===== config.mk =====
export PLATFORM = sky130hd
export DESIGN_NAME = kp_encoder_top
export DESIGN_NICKNAME = d
export VERILOG_FILES = /design/src/rtl/kp_pkg.sv /design/src/rtl/kp_tick_gen.sv /design/src/rtl/kp_debounce_bit.sv /design/src/rtl/kp_onehot_encode.sv /design/src/rtl/kp_encoder_top.sv
export SDC_FILE = /design/constraint.sdc
export NUM_CORES = 1
export LEC_CHECK = 0
export BUFFER_PORTS_ARGS = -buffer_cell sky130_fd_sc_hd__buf_4
export CAP_MARGIN = 40
export CORE_ASPECT_RATIO = 0.6
export CORE_MARGIN = 2
export CORE_UTILIZATION = 30
export DETAILED_ROUTE_END_ITERATION = 10
export PLACE_DENSITY = 0.52
export SLEW_MARGIN = 25
export SYNTH_ARGS = -nofsm -noshare
export SYNTH_HDL_FRONTEND = slang
export SYNTH_SLANG_ARGS = --single-unit

===== constraint.sdc =====
create_clock -name clk -period 4.8 [get_ports clk]
set_clock_uncertainty 0.15 [all_clocks]
set_input_delay 1.44 -clock clk [delete_from_list [all_inputs] [get_ports clk]]
set_output_delay 1.44 -clock clk [all_outputs]
set_load 0.02 [all_outputs]

===== src/rtl/kp_pkg.sv =====
package kp_pkg;

  localparam int KEY_COUNT = 12;
  localparam int CODE_W    = 4;
  localparam int IDX_STAR  = 11;
  localparam int IDX_HASH  = 3;

  // digit carried by each key line; non-digit keys return zero
  function automatic logic [CODE_W-1:0] line_digit(input int idx);
    logic [CODE_W-1:0] d;
    case (idx)
      0:       d = 4'd3;
      1:       d = 4'd6;
      2:       d = 4'd9;
      4:       d = 4'd2;
      5:       d = 4'd5;
      6:       d = 4'd8;
      7:       d = 4'd0;
      8:       d = 4'd1;
      9:       d = 4'd4;
      10:      d = 4'd7;
      default: d = 4'd0;
    endcase
    return d;
  endfunction

endpackage


===== src/rtl/kp_tick_gen.sv =====
module kp_tick_gen #(
  parameter int TICK_DIV = 50000
) (
  input  logic clk,
  input  logic rst_n,
  output logic tick
);
  localparam int CW = (TICK_DIV > 1) ? $clog2(TICK_DIV) : 1;

  generate
    if (TICK_DIV <= 1) begin : g_every
      assign tick = 1'b1;
    end else begin : g_div
      logic [CW-1:0] cnt_q;
      always_ff @(posedge clk or negedge rst_n) begin
        if (!rst_n) begin
          cnt_q <= '0;
        end else if (cnt_q == CW'(TICK_DIV - 1)) begin
          cnt_q <= '0;
        end else begin
          cnt_q <= cnt_q + 1'b1;
        end
      end
      assign tick = (cnt_q == CW'(TICK_DIV - 1));

      // ticks are isolated pulses, never back to back
      assert_tick_spacing_R2: assert property (@(posedge clk) disable iff (!rst_n)
        tick |=> !tick);
    end
  endgenerate

endmodule


===== src/rtl/kp_debounce_bit.sv =====
module kp_debounce_bit #(
  parameter int STABLE_TICKS = 10
) (
  input  logic clk,
  input  logic rst_n,
  input  logic tick,
  input  logic raw,
  output logic level
);
  localparam int CNTW = $clog2(STABLE_TICKS + 1);
  localparam logic [CNTW-1:0] LIM = CNTW'(STABLE_TICKS - 1);

  logic            meta_q, sync_q;
  logic            level_q;
  logic [CNTW-1:0] run_q;

  always_ff @(posedge clk or negedge rst_n) begin
    if (!rst_n) begin
      meta_q <= 1'b0;
      sync_q <= 1'b0;
    end else begin
      meta_q <= raw;
      sync_q <= meta_q;
    end
  end

  always_ff @(posedge clk or negedge rst_n) begin
    if (!rst_n) begin
      level_q <= 1'b0;
      run_q   <= '0;
    end else if (tick) begin
      if (sync_q != level_q) begin
        if (run_q == LIM) begin
          level_q <= sync_q;
          run_q   <= '0;
        end else begin
          run_q <= run_q + 1'b1;
        end
      end else begin
        run_q <= '0;
      end
    end
  end

  assign level = level_q;

  // filtered level only moves on a sample tick
  assert_hold_between_ticks_R2: assert property (@(posedge clk) disable iff (!rst_n)
    !tick |=> $stable(level_q));

  // a new level always equals the synchronised input it came from
  assert_follow_sync_R2: assert property (@(posedge clk) disable iff (!rst_n)
    (tick && sync_q != level_q && run_q == LIM) |=> (level_q == $past(sync_q)));

endmodule


===== src/rtl/kp_onehot_encode.sv =====
module kp_onehot_encode
  import kp_pkg::*;
(
  input  logic                 clk,
  input  logic                 rst_n,
  input  logic [KEY_COUNT-1:0] deb,
  output logic [CODE_W-1:0]    code,
  output logic                 press
);
  logic [CODE_W-1:0] code_acc;
  logic              single;
  logic              digit_ok;
  logic [CODE_W-1:0] code_q;
  logic              press_q;

  always_comb begin
    code_acc = '0;
    for (int i = 0; i < KEY_COUNT; i++) begin
      if (deb[i]) code_acc = code_acc | line_digit(i);
    end
  end

  assign single   = ($countones(deb) == 1);
  assign digit_ok = single && !deb[IDX_STAR] && !deb[IDX_HASH];

  always_ff @(posedge clk or negedge rst_n) begin
    if (!rst_n) begin
      code_q  <= '0;
      press_q <= 1'b0;
    end else begin
      code_q  <= digit_ok ? code_acc : '0;
      press_q <= digit_ok;
    end
  end

  assign code  = code_q;
  assign press = press_q;

  // no press unless exactly one line was held
  assert_single_key_R4: assert property (@(posedge clk) disable iff (!rst_n)
    ($countones(deb) != 1) |=> !press);

  // star or hash never yields a press
  assert_no_symbol_press_R5: assert property (@(posedge clk) disable iff (!rst_n)
    (deb[IDX_STAR] || deb[IDX_HASH]) |=> !press);

  // idle code is zero
  assert_idle_code_zero_R6: assert property (@(posedge clk) disable iff (!rst_n)
    !press |-> (code == '0));

  // zero key yields press with code zero
  assert_zero_key_R7: assert property (@(posedge clk) disable iff (!rst_n)
    (deb == 12'h080) |=> (press && code == '0));

endmodule


===== src/rtl/kp_encoder_top.sv =====
module kp_encoder_top
  import kp_pkg::*;
#(
  parameter int TICK_DIV     = 50000,
  parameter int STABLE_TICKS = 10
) (
  input  logic        clk,
  input  logic        rst_n,
  input  logic [11:0] key_raw,
  output logic [3:0]  key_code,
  output logic        key_press
);
  logic                 tick;
  logic [KEY_COUNT-1:0] deb;

  kp_tick_gen #(.TICK_DIV(TICK_DIV)) u_tick (
    .clk   (clk),
    .rst_n (rst_n),
    .tick  (tick)
  );

  generate
    for (genvar g = 0; g < KEY_COUNT; g++) begin : g_line
      kp_debounce_bit #(.STABLE_TICKS(STABLE_TICKS)) u_db (
        .clk   (clk),
        .rst_n (rst_n),
        .tick  (tick),
        .raw   (key_raw[g]),
        .level (deb[g])
      );
    end
  endgenerate

  kp_onehot_encode u_enc (
    .clk   (clk),
    .rst_n (rst_n),
    .deb   (deb),
    .code  (key_code),
    .press (key_press)
  );

  // nothing is pressed in the cycle reset is released
  assert_reset_clear_R1: assert property (@(posedge clk)
    $rose(rst_n) |-> (!key_press && key_code == 4'd0));

endmodule


==> metrics.txt, run 1 <==
clk root buf=clkbuf_16; chip width=173 um; post-synthesis cell type count=39; post-synthesis sequential area ratio=between 50% and 60%; Post-synth EDFFs=0; Detailed Place HPWL=6360 um; 1st-iter DRT viols=230; Net Sw Power=around 370 uW; post_cts resized=0; met2 Use GR=around 16%; Syn Std Cell Area=5160 um2; Avg WL per Cell=approximately 13 um; CP cell instances=inv_1 -> ha_1 -> inv_1 -> fa_1 -> fa_1 -> inv_1 -> fa_1 -> ha_1 -> fa_1 -> or2_2 -> a21oi_1 -> a21boi_0; Critical Path Source=g_line[0].u_db.level; status=finished, final reports clean; Placer Congestion=approximately 0.80; clk slew on worst S/H paths=roughly 80 ps; P_leak=about 0.0027 uW; GRT Util Overall=~11%; critical path arrival=between 4000 and 5000 ps; combinational power share=between 2 and 2.5%; Cells after DPL=between 700 and 800; CP Buf/Inv Count=3; Die ar.=18300 um2; Peak VDD IR=about 0.00017 V; Area Growth Syn to Fin=13.9%; area leader, netlist=dfrtp_1; Worst EP required=around 4900 ps; Reg2Reg Launch Point=g_line[0].u_db.level; Setup Viol. Count Final=0; Most Crowded Layer GR=met2; Relative slew margins=slightly above 50%; vias in the first global route=3398; RSZ-0062 raised after global routing=no; Die Span Y=106 um; vias per cell=between 4 and 5; final hold vios=0; Pint=between 1000 and 1500 uW; Mapped Cells=around 480; row count=37; Hold Worst Slack=around 200 ps; sequential group share of total power=around half; Final Max Tran Viols=0; critical path class=reg -> reg; worst slew pin tran=between 700 and 800 ps; worst reg2reg setup slack=~750 ps; min Tclk post-route=roughly 4000 ps; count leader, synth=dfrtp_1; R2R cell count=12; Max Cap Viol=0; Max Root-Sink Buffers=2; CP startpoint kind=flop; CP top delay family=adder cells; DR pass1 iterations=4; global-route track usage on met1=roughly 16%; yosys warns=0; DRT antenna net count=0; critical path depth=12; critical path endpoint=u_enc.code[0]; clock sink count=105; switching portion of total power=approximately a fifth; core area=approximately 17000 um2; worst min path class=reg -> reg; CTS tree=done; Synth area leaders=dfrtp_1 (51%), ha_1 (8.7%), o21ai_0 (3.9%), xnor2_1 (3.6%), inv_1 (3.0%); Worst R2R End=u_enc.code[0]; syn nets=~540; Total Power=roughly 1700 uW; Synth Register Bits=roughly 110; Clk Latency, worst-skew pair=350 ps; Max Fclk=between 0.2 and 0.25 GHz; Critical Path Max Stage Delay=between 500 and 600 ps; CTS H-tree depth=3; final non-filler cell total=737; Setup crit end kind=flop; grt met3 use=under 10%; Avg Cell Area, Syn=between 10 and 15 um2; vias=3416; drt total wl=9490 um; Clock Power Share=around 46%; Nets=about 560; Initial Utilization=30.4%; worst hold stages=0; # DRC=0; total CTS buffers=9; layout cells sized above 1=between 10% and 20%; top-area cell type share of the netlist area=about half; final period utilization=a little over four fifths; Most Frequent Cell on Critical Path=fa_1; CP Max Fanout=5; initial antenna violation count=0; Post-synth top flop=dfrtp_1; largest net degree at the start of global routing=68; Cell Pwr Density=a little under 300 nW/um2; first-pass GRT wire length=between 15000 and 20000 um; Top Ports=19; Post-CTS Hold Buffers=0; Post-CTS Setup Bufs=0; synth cell count leaders=dfrtp_1 (105), inv_1 (41), o21ai_0 (40); total grt overflow=0; ys async rst share=100%; # diodes=0; Port-buffer cells=18; Max stage delay cell, worst path=fa_1; setup TNS=0 ps
[worst reg2reg max path: stages, from the launching register on]
cell and delay (ps):
dfrtp_1 390, inv_1 100, ha_1 280, inv_1 50, fa_1 510, fa_1 520, inv_1 50, fa_1 460
ha_1 240, fa_1 380, or2_2 280, a21oi_1 340, a21boi_0 230
[sequential cells by signal, indices dropped and copies added (netlist names)]
register            flops
u_enc.press             1
u_tick.g_div.cnt_q     16
g_line.u_db.level      12
u_enc.code              4
g_line.u_db.sync_q     12
g_line.u_db.run_q      48
g_line.u_db.meta_q     12
[cell usage in the layout, fill, tap and decap left out, types with 13 or more instances in the layout]
master and count:
or4_1 13, nand2_1 38, dfrtp_1 105, ha_1 36
or2_2 13, a21oi_1 16, nand3_1 17, inv_1 41
buf_4 19, xnor2_1 21, o21ai_0 40, nor2_1 25
[metal layers]
| metal | routed length, um | vias up |
|---|---|---|
| met2 | 3920 | 32 |
| met4 | 67 | 0 |
| met5 | 0 | - |
| met3 | 300 | 5 |
| li1 | - | 1676 |
| met1 | 5200 | 1703 |
[metrics by stage]
| stage | area, um2 | worst slack (ps) | utilization, % |
|---|---|---|---|
| after CTS | 5880 | 725 | 34.6 |
| after global placement | 5560 | 825 | 32.7 |
| final | 5880 | 752 | 34.6 |
| after floorplan | 5160 | 1050 | - |
| after detailed placement | 5560 | 740 | 32.7 |
| after global routing | 5880 | 452 | 34.6 |
[cells by family after synthesis]
group,Yosys count,share of synthesized area (%)
AO/OA/AOI/OAI,84,9.52
XOR/XNOR,25,4.24
adder cells (fa/ha/maj),43,11.4
buffers and inverters,52,4.12
flip-flops,105,50.9
multiplexers,10,2.18
AND/OR/NAND/NOR,159,17.6
[power by group through the flow]
stage                     combinational [uW]  sequential, uW  clock [uW]
after floorplan                         13.1             915           0
after global placement                  44.4             918           0
after detailed placement                44.5             918           0
after CTS                               44.8             900         833
after global routing                    49.9             901         872
final                                   42.6             900         799
[worst min-delay path by stage]
stage                                  to  slack, ps                   from
floorplan           g_line[0].u_db.sync_q        180  g_line[0].u_db.meta_q
global placement    g_line[6].u_db.sync_q        180  g_line[6].u_db.meta_q
detailed placement  g_line[4].u_db.sync_q        190  g_line[4].u_db.meta_q
CTS                 g_line[4].u_db.sync_q        200  g_line[4].u_db.meta_q
global route        g_line[4].u_db.sync_q        210  g_line[4].u_db.meta_q
finish              g_line[4].u_db.sync_q        200  g_line[4].u_db.meta_q
[cell type report]
class                   instances  area [um2]
clock buffers                  10         229
clock inverters                 6        91.3
fillers                      1698       11100
inverters                      41         154
multi-input cells             321        2320
flip-flops and latches        105        2630
well taps                     234         293
repair buffers                 20         163
No activity file was read; power rests on OpenSTA's default activity.
==> run 2: changes to the inputs <==
--- a/config.mk
+++ b/config.mk
@@ -5,13 +5,14 @@
 export SDC_FILE = /design/constraint.sdc
 export NUM_CORES = 1
 export LEC_CHECK = 0
+export ABC_AREA = 1
 export BUFFER_PORTS_ARGS = -buffer_cell sky130_fd_sc_hd__buf_4
 export CAP_MARGIN = 40
 export CORE_ASPECT_RATIO = 0.6
 export CORE_MARGIN = 2
 export CORE_UTILIZATION = 30
 export DETAILED_ROUTE_END_ITERATION = 10
-export PLACE_DENSITY = 0.52
+export PLACE_DENSITY = 0.51
 export SLEW_MARGIN = 25
 export SYNTH_ARGS = -nofsm -noshare
 export SYNTH_HDL_FRONTEND = slang
==> constraint.sdc (replaced) <==
create_clock -name clk -period 3.9 [get_ports clk]
set_clock_uncertainty 0.15 [all_clocks]
set_input_delay 1.17 -clock clk [delete_from_list [all_inputs] [get_ports clk]]
set_output_delay 1.17 -clock clk [all_outputs]
set_load 0.02 [all_outputs]
==> run 2 against run 1 <==
Effect of this change:
- area after synthesis grew 13%
- sequential power rose by 23%
- register-to-register slack got worse by 500 ps
- sequential cell count unchanged
- clock power is 16% higher
- synthesized cell count up 46%
- largest cell class is now multi-input gates
- worst hold slack improved by 1.4 ps
- largest power group unchanged
- first-iteration DRC count increased by 17%
==> metrics.txt, run 2 <==
Syn Std Cell Area=5830 um2 (+13%); Max stage delay cell, worst path=fa_1; CP Max Fanout=5 (unchanged); Placer Congestion=0.768 (-4.5%); initial antenna violation count=0 (unchanged); # DRC=0 (unchanged); Met2 Routed Length=4150 um (+5.9%); post-synthesis cell type count=29 (-26%); row count=39 (+5.4%); clk slew on worst S/H paths=80 ps (about the same); total grt overflow=0 (unchanged); vias in the first global route=3799 (+12%); largest net degree at the start of global routing=55 (-19%); clock sink count=105 (unchanged); Nets=779 (+40%); final non-filler cell total=972 (+32%); CTS H-tree depth=3 (unchanged); Die ar.=20600 um2 (+12%); syn nets=757 (+41%); Peak VDD IR=0.000250 V (+45%); clk root buf=clkbuf_16; Clk Latency, worst-skew pair=350 ps (about the same); Port-buffer cells=18 (unchanged); Largest register FFs=48 (unchanged); critical path class=reg -> reg; DR pass1 iterations=4 (unchanged); Mapped Cells=700 (+46%); Max Root-Sink Buffers=2 (unchanged); layout cells sized above 1=8.95% (-3.8 points); Hold Worst Slack=200 ps (+1.38 ps); Die Span Y=112 um (+6.0%); CTS tree=done; Post-synth EDFFs=0 (unchanged); Met1 Wirelength=6760 um (+30%); area leader, netlist=dfrtp_1; chip width=184 um (+6.1%); critical path arrival=3790 ps (-380 ps); DRT antenna net count=0 (unchanged); top flop regs=g_line.u_db.run_q (48), u_tick.g_div.cnt_q (16); Synth area leaders=dfrtp_1 (45%), nand2_1 (12%), ha_1 (7.7%), inv_1 (7.0%), nor2_1 (4.8%); Max Cap Viol=0 (unchanged); top layer used by detailed routing=met4; post-synthesis sequential area ratio=45.1% (-5.8 points); critical path depth=12 (unchanged); synth cell count leaders=nand2_1 (193), inv_1 (109), dfrtp_1 (105); Worst EP required=4040 ps (-880 ps); worst min path class=reg -> reg; Initial Utilization=30.6% (+0.24 points); Relative slew margins=54.6% (+3.9 points); Setup Viol. Count Final=0 (unchanged); final period utilization=93.6% (+9.2 points); Avg WL per Cell=11.6 um (-9.6%); R2R cell count=12 (unchanged); Cell Pwr Density=321 nW/um2 (+8.4%); Detailed Place HPWL=7980 um (+25%); min Tclk post-route=3650 ps (-398 ps); CP startpoint kind=flop; worst hold stages=0 (unchanged); P_leak=0.00337 uW (+26%); Cells after DPL=955 (+32%); Max Fclk=0.274 GHz (+11%); Critical Path Max Stage Delay=520 ps (about the same); vias=4027 (+18%); Most Frequent Cell on Critical Path=fa_1; # diodes=0 (unchanged); status=finished, final reports clean; most frequent cells in the layout=nand2_1 (193), inv_1 (109), dfrtp_1 (104); Area Growth Syn to Fin=11.5%; Post-synth top flop=dfrtp_1; drt total wl=11300 um (+19%); vias per cell=4.14 (-11%); yosys warns=0 (unchanged); first-pass GRT wire length=19600 um (+18%); Top Ports=19 (unchanged); CP Buf/Inv Count=2 (-1); total CTS buffers=9 (unchanged); worst slew pin tran=682 ps (-57.2 ps); Avg Cell Area, Syn=8.33 um2 (-23%); RSZ-0062 raised after global routing=no; top-area cell type share of the netlist area=45.1% (-5.8 points); CP top delay family=adder cells; met3 wire length=344 um (+15%); largest reg by FF count=g_line.u_db.run_q; core area=19000 um2 (+12%); ys async rst share=100% (unchanged); Final Max Tran Viols=0 (unchanged); GRT Util Overall=12.1% (+0.70 points); final hold vios=0 (unchanged); Synth Register Bits=105 (unchanged); leading cell type in the layout, fill and taps excluded=nand2_1; setup TNS=0 ps (unchanged); Post-CTS Hold Buffers=0 (unchanged); 1st-iter DRT viols=268 (+17%); count leader, synth=nand2_1; CP cell instances=ha_1 -> inv_1 -> fa_1 -> fa_1 -> inv_1 -> fa_1 -> ha_1 -> fa_1 -> nand3b_1 -> nor2_1 -> nand2b_1 -> nor2_1; Setup crit end kind=flop
[run 2: layout make-up]
| type | count | area (um2) |
|---|---|---|
| clock inverters | 4 | 52.6 |
| clock buffers | 11 | 243 |
| multi-input cells | 470 | 2670 |
| well taps | 246 | 308 |
| repair buffers | 24 | 180 |
| fillers | 1983 | 12500 |
| flip-flops and latches | 105 | 2630 |
| inverters | 112 | 425 |
[run 2: through the flow]
stage	total power (uW)	cell area [um2]	utilization, %	setup WS (ps)
CTS	2120	6490	34.1	142
detailed placement	1190	6190	32.5	175
global placement	1190	6190	32.5	208
global route	2180	6500	34.2	48.0
finish	2090	6500	34.2	251
floorplan	1140	5830	-	386
[run 2: path summary, 6_finish.rpt]
path	endpoint	slack (ps)	from
worst max-delay path	u_enc.code[2]	250	g_line[3].u_db.level
worst min-delay path	g_line[11].u_db.sync_q	200	g_line[11].u_db.meta_q
worst max register to register	u_enc.code[2]	250	g_line[3].u_db.level
worst min register to register	g_line[11].u_db.sync_q	200	g_line[11].u_db.meta_q
max in group asynchronous	g_line[9].u_db.run_q[1]	2210	rst_n
min in group asynchronous	g_line[4].u_db.run_q[0]	490	rst_n
[run 2: timing repair]
item                       CTS  global route
setup endpoints to repair    0             5
hold endpoints to repair     0             0
buffers inserted             0             2
gates resized for setup      0             1
[run 2: power by group]
part	total, uW	switching (uW)	internal (uW)
registers	1110	7.54	1100
clock network	926	411	515
logic	52.7	36.2	16.5
total	2090	455	1630
[run 2: routing by layer]
metal	vias up	track usage, %
met5	-	0
met4	0	2.08
met3	7	3.53
met2	36	15.9
met1	1772	19.5
li1	2212	-
[run 2: cells by family (layout without fill, tap and decap cells)]
group           after synthesis  count (layout)  synth area share (%)
compound gates               43              43                  4.76
simple gates                353             353                  26.2
buf+inv                     125             151                  9.23
fa+ha+maj                    43              43                  10.1
flops                       105             105                  45.1
xor+xnor                     31              31                  4.66
==> run 3: changes to the inputs <==
--- a/config.mk
+++ b/config.mk
@@ -5,14 +5,14 @@
 export SDC_FILE = /design/constraint.sdc
 export NUM_CORES = 1
 export LEC_CHECK = 0
-export ABC_AREA = 1
 export BUFFER_PORTS_ARGS = -buffer_cell sky130_fd_sc_hd__buf_4
 export CAP_MARGIN = 40
 export CORE_ASPECT_RATIO = 0.6
 export CORE_MARGIN = 2
 export CORE_UTILIZATION = 30
+export CTS_CLUSTER_DIAMETER = 200
 export DETAILED_ROUTE_END_ITERATION = 10
-export PLACE_DENSITY = 0.51
+export PLACE_DENSITY = 0.52
 export SLEW_MARGIN = 25
 export SYNTH_ARGS = -nofsm -noshare
 export SYNTH_HDL_FRONTEND = slang
==> run 3 against run 2 <==
Effect of this change:
- utilization increased by 0.89 points
- critical path type unchanged
- fmax shrank 2.9%
- register-to-register slack worse by 110 ps
- critical endpoint is now u_enc.code[0]
- sequential share of layout area rose by 3.7 points
- critical path depth did not move
- count of clock-buffer cells in the layout is 1 lower
- first-iteration DRC count fell by 35%
- combinational power up 5.3%
- routed wire length shrank 16%
==> metrics.txt, run 3 (synthesis results as in run 1) <==
status=finished, final reports clean; Largest register FFs=48 (unchanged); row count=37 (-5.1%); Total Power=2020 uW (-3.1%); post-layout instance area=5960 um2 (-8.4%); Avg WL per Cell=12.7 um (+9.3%); CP cell instances=ha_1 -> inv_1 -> fa_1 -> fa_1 -> inv_1 -> fa_1 -> ha_2 -> fa_1 -> or2_2 -> a21oi_2 -> buf_4 -> a21boi_1; Max Fclk=0.266 GHz (-2.9%); vias per cell=4.58 (+11%); first-pass GRT wire length=16400 um (-16%); Cell Pwr Density=340 nW/um2 (+5.8%); top flop regs=g_line.u_db.run_q (48), u_tick.g_div.cnt_q (16); Placer Congestion=0.766 (-0.21%); CP startpoint kind=flop; # diodes=0 (unchanged); Detailed Place HPWL=6550 um (-18%); clk slew on worst S/H paths=70 ps (about the same); layout cells sized above 1=15.1% (+6.2 points); Area Growth Syn to Fin=15.3%; total CTS buffers=9 (unchanged); DP Worst Slack=23.4 ps (-151 ps); clk root buf=clkbuf_16; Worst EP required=4020 ps (-20 ps); P_leak=0.00272 uW (-19%); setup TNS=0 ps (unchanged); Clk Latency, worst-skew pair=340 ps (about the same); dpl cell area=5660 um2 (-8.6%); Die Span Y=106 um (-5.7%); Die ar.=18300 um2 (-11%); Util after Layout=35.1% (+0.89 points); CP Max Fanout=5 (unchanged); Port-buffer cells=18 (unchanged); Setup crit end kind=flop; leading cell type in the layout, fill and taps excluded=dfrtp_1; Top Ports=19 (unchanged); chip width=173 um (-5.8%); clock sink count=105 (unchanged); worst slew pin tran=708 ps (+26.5 ps); largest reg by FF count=g_line.u_db.run_q; vias=3433 (-15%); RSZ-0062 raised after global routing=no; CP Buf/Inv Count=3 (+1); total grt overflow=0 (unchanged); Relative slew margins=52.8% (-1.8 points); worst min path class=reg -> reg; largest net degree at the start of global routing=58 (+5.5%); final hold vios=0 (unchanged); CP top delay family=adder cells; final period utilization=96.4% (+2.8 points); Max stage delay cell, worst path=fa_1; DR pass1 iterations=4 (unchanged); critical path arrival=3880 ps (+90 ps); Initial Utilization=30.4% (-0.24 points); Most Frequent Cell on Critical Path=fa_1; critical path class=reg -> reg; min Tclk post-route=3760 ps (+108 ps); DRT antenna net count=0 (unchanged); most frequent cells in the layout=dfrtp_1 (105), inv_1 (41), o21ai_0 (40); Setup Viol. Count Final=0 (unchanged); Max Cap Viol=0 (unchanged); initial antenna violation count=0 (unchanged); Max Root-Sink Buffers=2 (unchanged); # DRC=0 (unchanged); Final Max Tran Viols=0 (unchanged); Nets=567 (-27%); CTS H-tree depth=3 (unchanged); Peak VDD IR=0.000183 V (-27%); Critical Path Max Stage Delay=510 ps (about the same); CTS tree=done; drt total wl=9530 um (-16%); GRT Util Overall=11.2% (-0.94 points); core area=17000 um2 (-11%); setup ws final=142 ps (-108 ps); vias in the first global route=3351 (-12%); 1st-iter DRT viols=175 (-35%)
-- run 3: cell count changes in the layout (fill, tap and decap cells not counted), sizes merged, moves of 13 or more --
cell	before	now
inv	111	45
nand2	197	38
nand3	34	17
nand4	21	4
nor2	79	25
o21ai	34	48
or2	0	13
or4	0	13
-- run 3: path summary, 6_finish.rpt --
check                                       from                        to  slack [ps]  cells past startpoint
max                         g_line[4].u_db.level             u_enc.code[0]         140                     12
min                        g_line[7].u_db.meta_q     g_line[7].u_db.sync_q         200                      0
max reg2reg                 g_line[4].u_db.level             u_enc.code[0]         140                     12
min reg2reg                g_line[7].u_db.meta_q     g_line[7].u_db.sync_q         200                      0
max in group asynchronous                  rst_n   g_line[3].u_db.run_q[0]        2240                      3
min in group asynchronous                  rst_n  g_line[11].u_db.run_q[3]         570                      1
-- run 3: what timing repair did --
item                       CTS  global route
hold buffers                 0             0
setup buffers                0             2
resized for setup            1             3
setup endpoints to repair    2             4
pin swaps                    0             2
-- run 3: per-layer routing --
| layer | vias to the layer above | wire (um) | track usage (%) |
|---|---|---|---|
| li1 | 1708 | - | - |
| met1 | 1692 | 5200 | 16.5 |
| met2 | 29 | 4020 | 15.9 |
| met3 | 4 | 268 | 3.32 |
| met4 | 0 | 50 | 2.85 |
| met5 | - | 0 | 0 |
-- run 3: worst register-to-register path: cells and delay by family (launching register included) --
kind,cells,cell delay [ps]
flip-flops,1,390
buffers and inverters,3,240
AND/OR/NAND/NOR,1,290
adder cells (fa/ha/maj),6,2320
AO/OA/AOI/OAI,2,290
-- run 3: area by class of cell --
type	instances	area (um2)
Tap cell	234	293
Multi-Input combinational cell	321	2330
Clock inverter	6	48.8
Clock buffer	10	229
Inverter	41	154
Timing Repair Buffer	32	273
Fill cell	1684	11000
Sequential cell	105	2630
-- run 3: metrics by stage --
| step | hold WS [ps] | instances |
|---|---|---|
| floorplan | 181 | 478 |
| global placement | 184 | 730 |
| detailed placement | 186 | 731 |
| CTS | 203 | 747 |
| global route | 209 | 749 |
| finish | 199 | 749 |
-- run 3: report_power, final --
part | leakage (uW) | switching (uW) | total [uW] | internal, uW
logic | 0.00119 | 33.3 | 55.5 | 22.3
registers | 0.00140 | 7.21 | 1110 | 1100
clock network | 0.000138 | 416 | 859 | 443
total | 0.00272 | 457 | 2020 | 1570
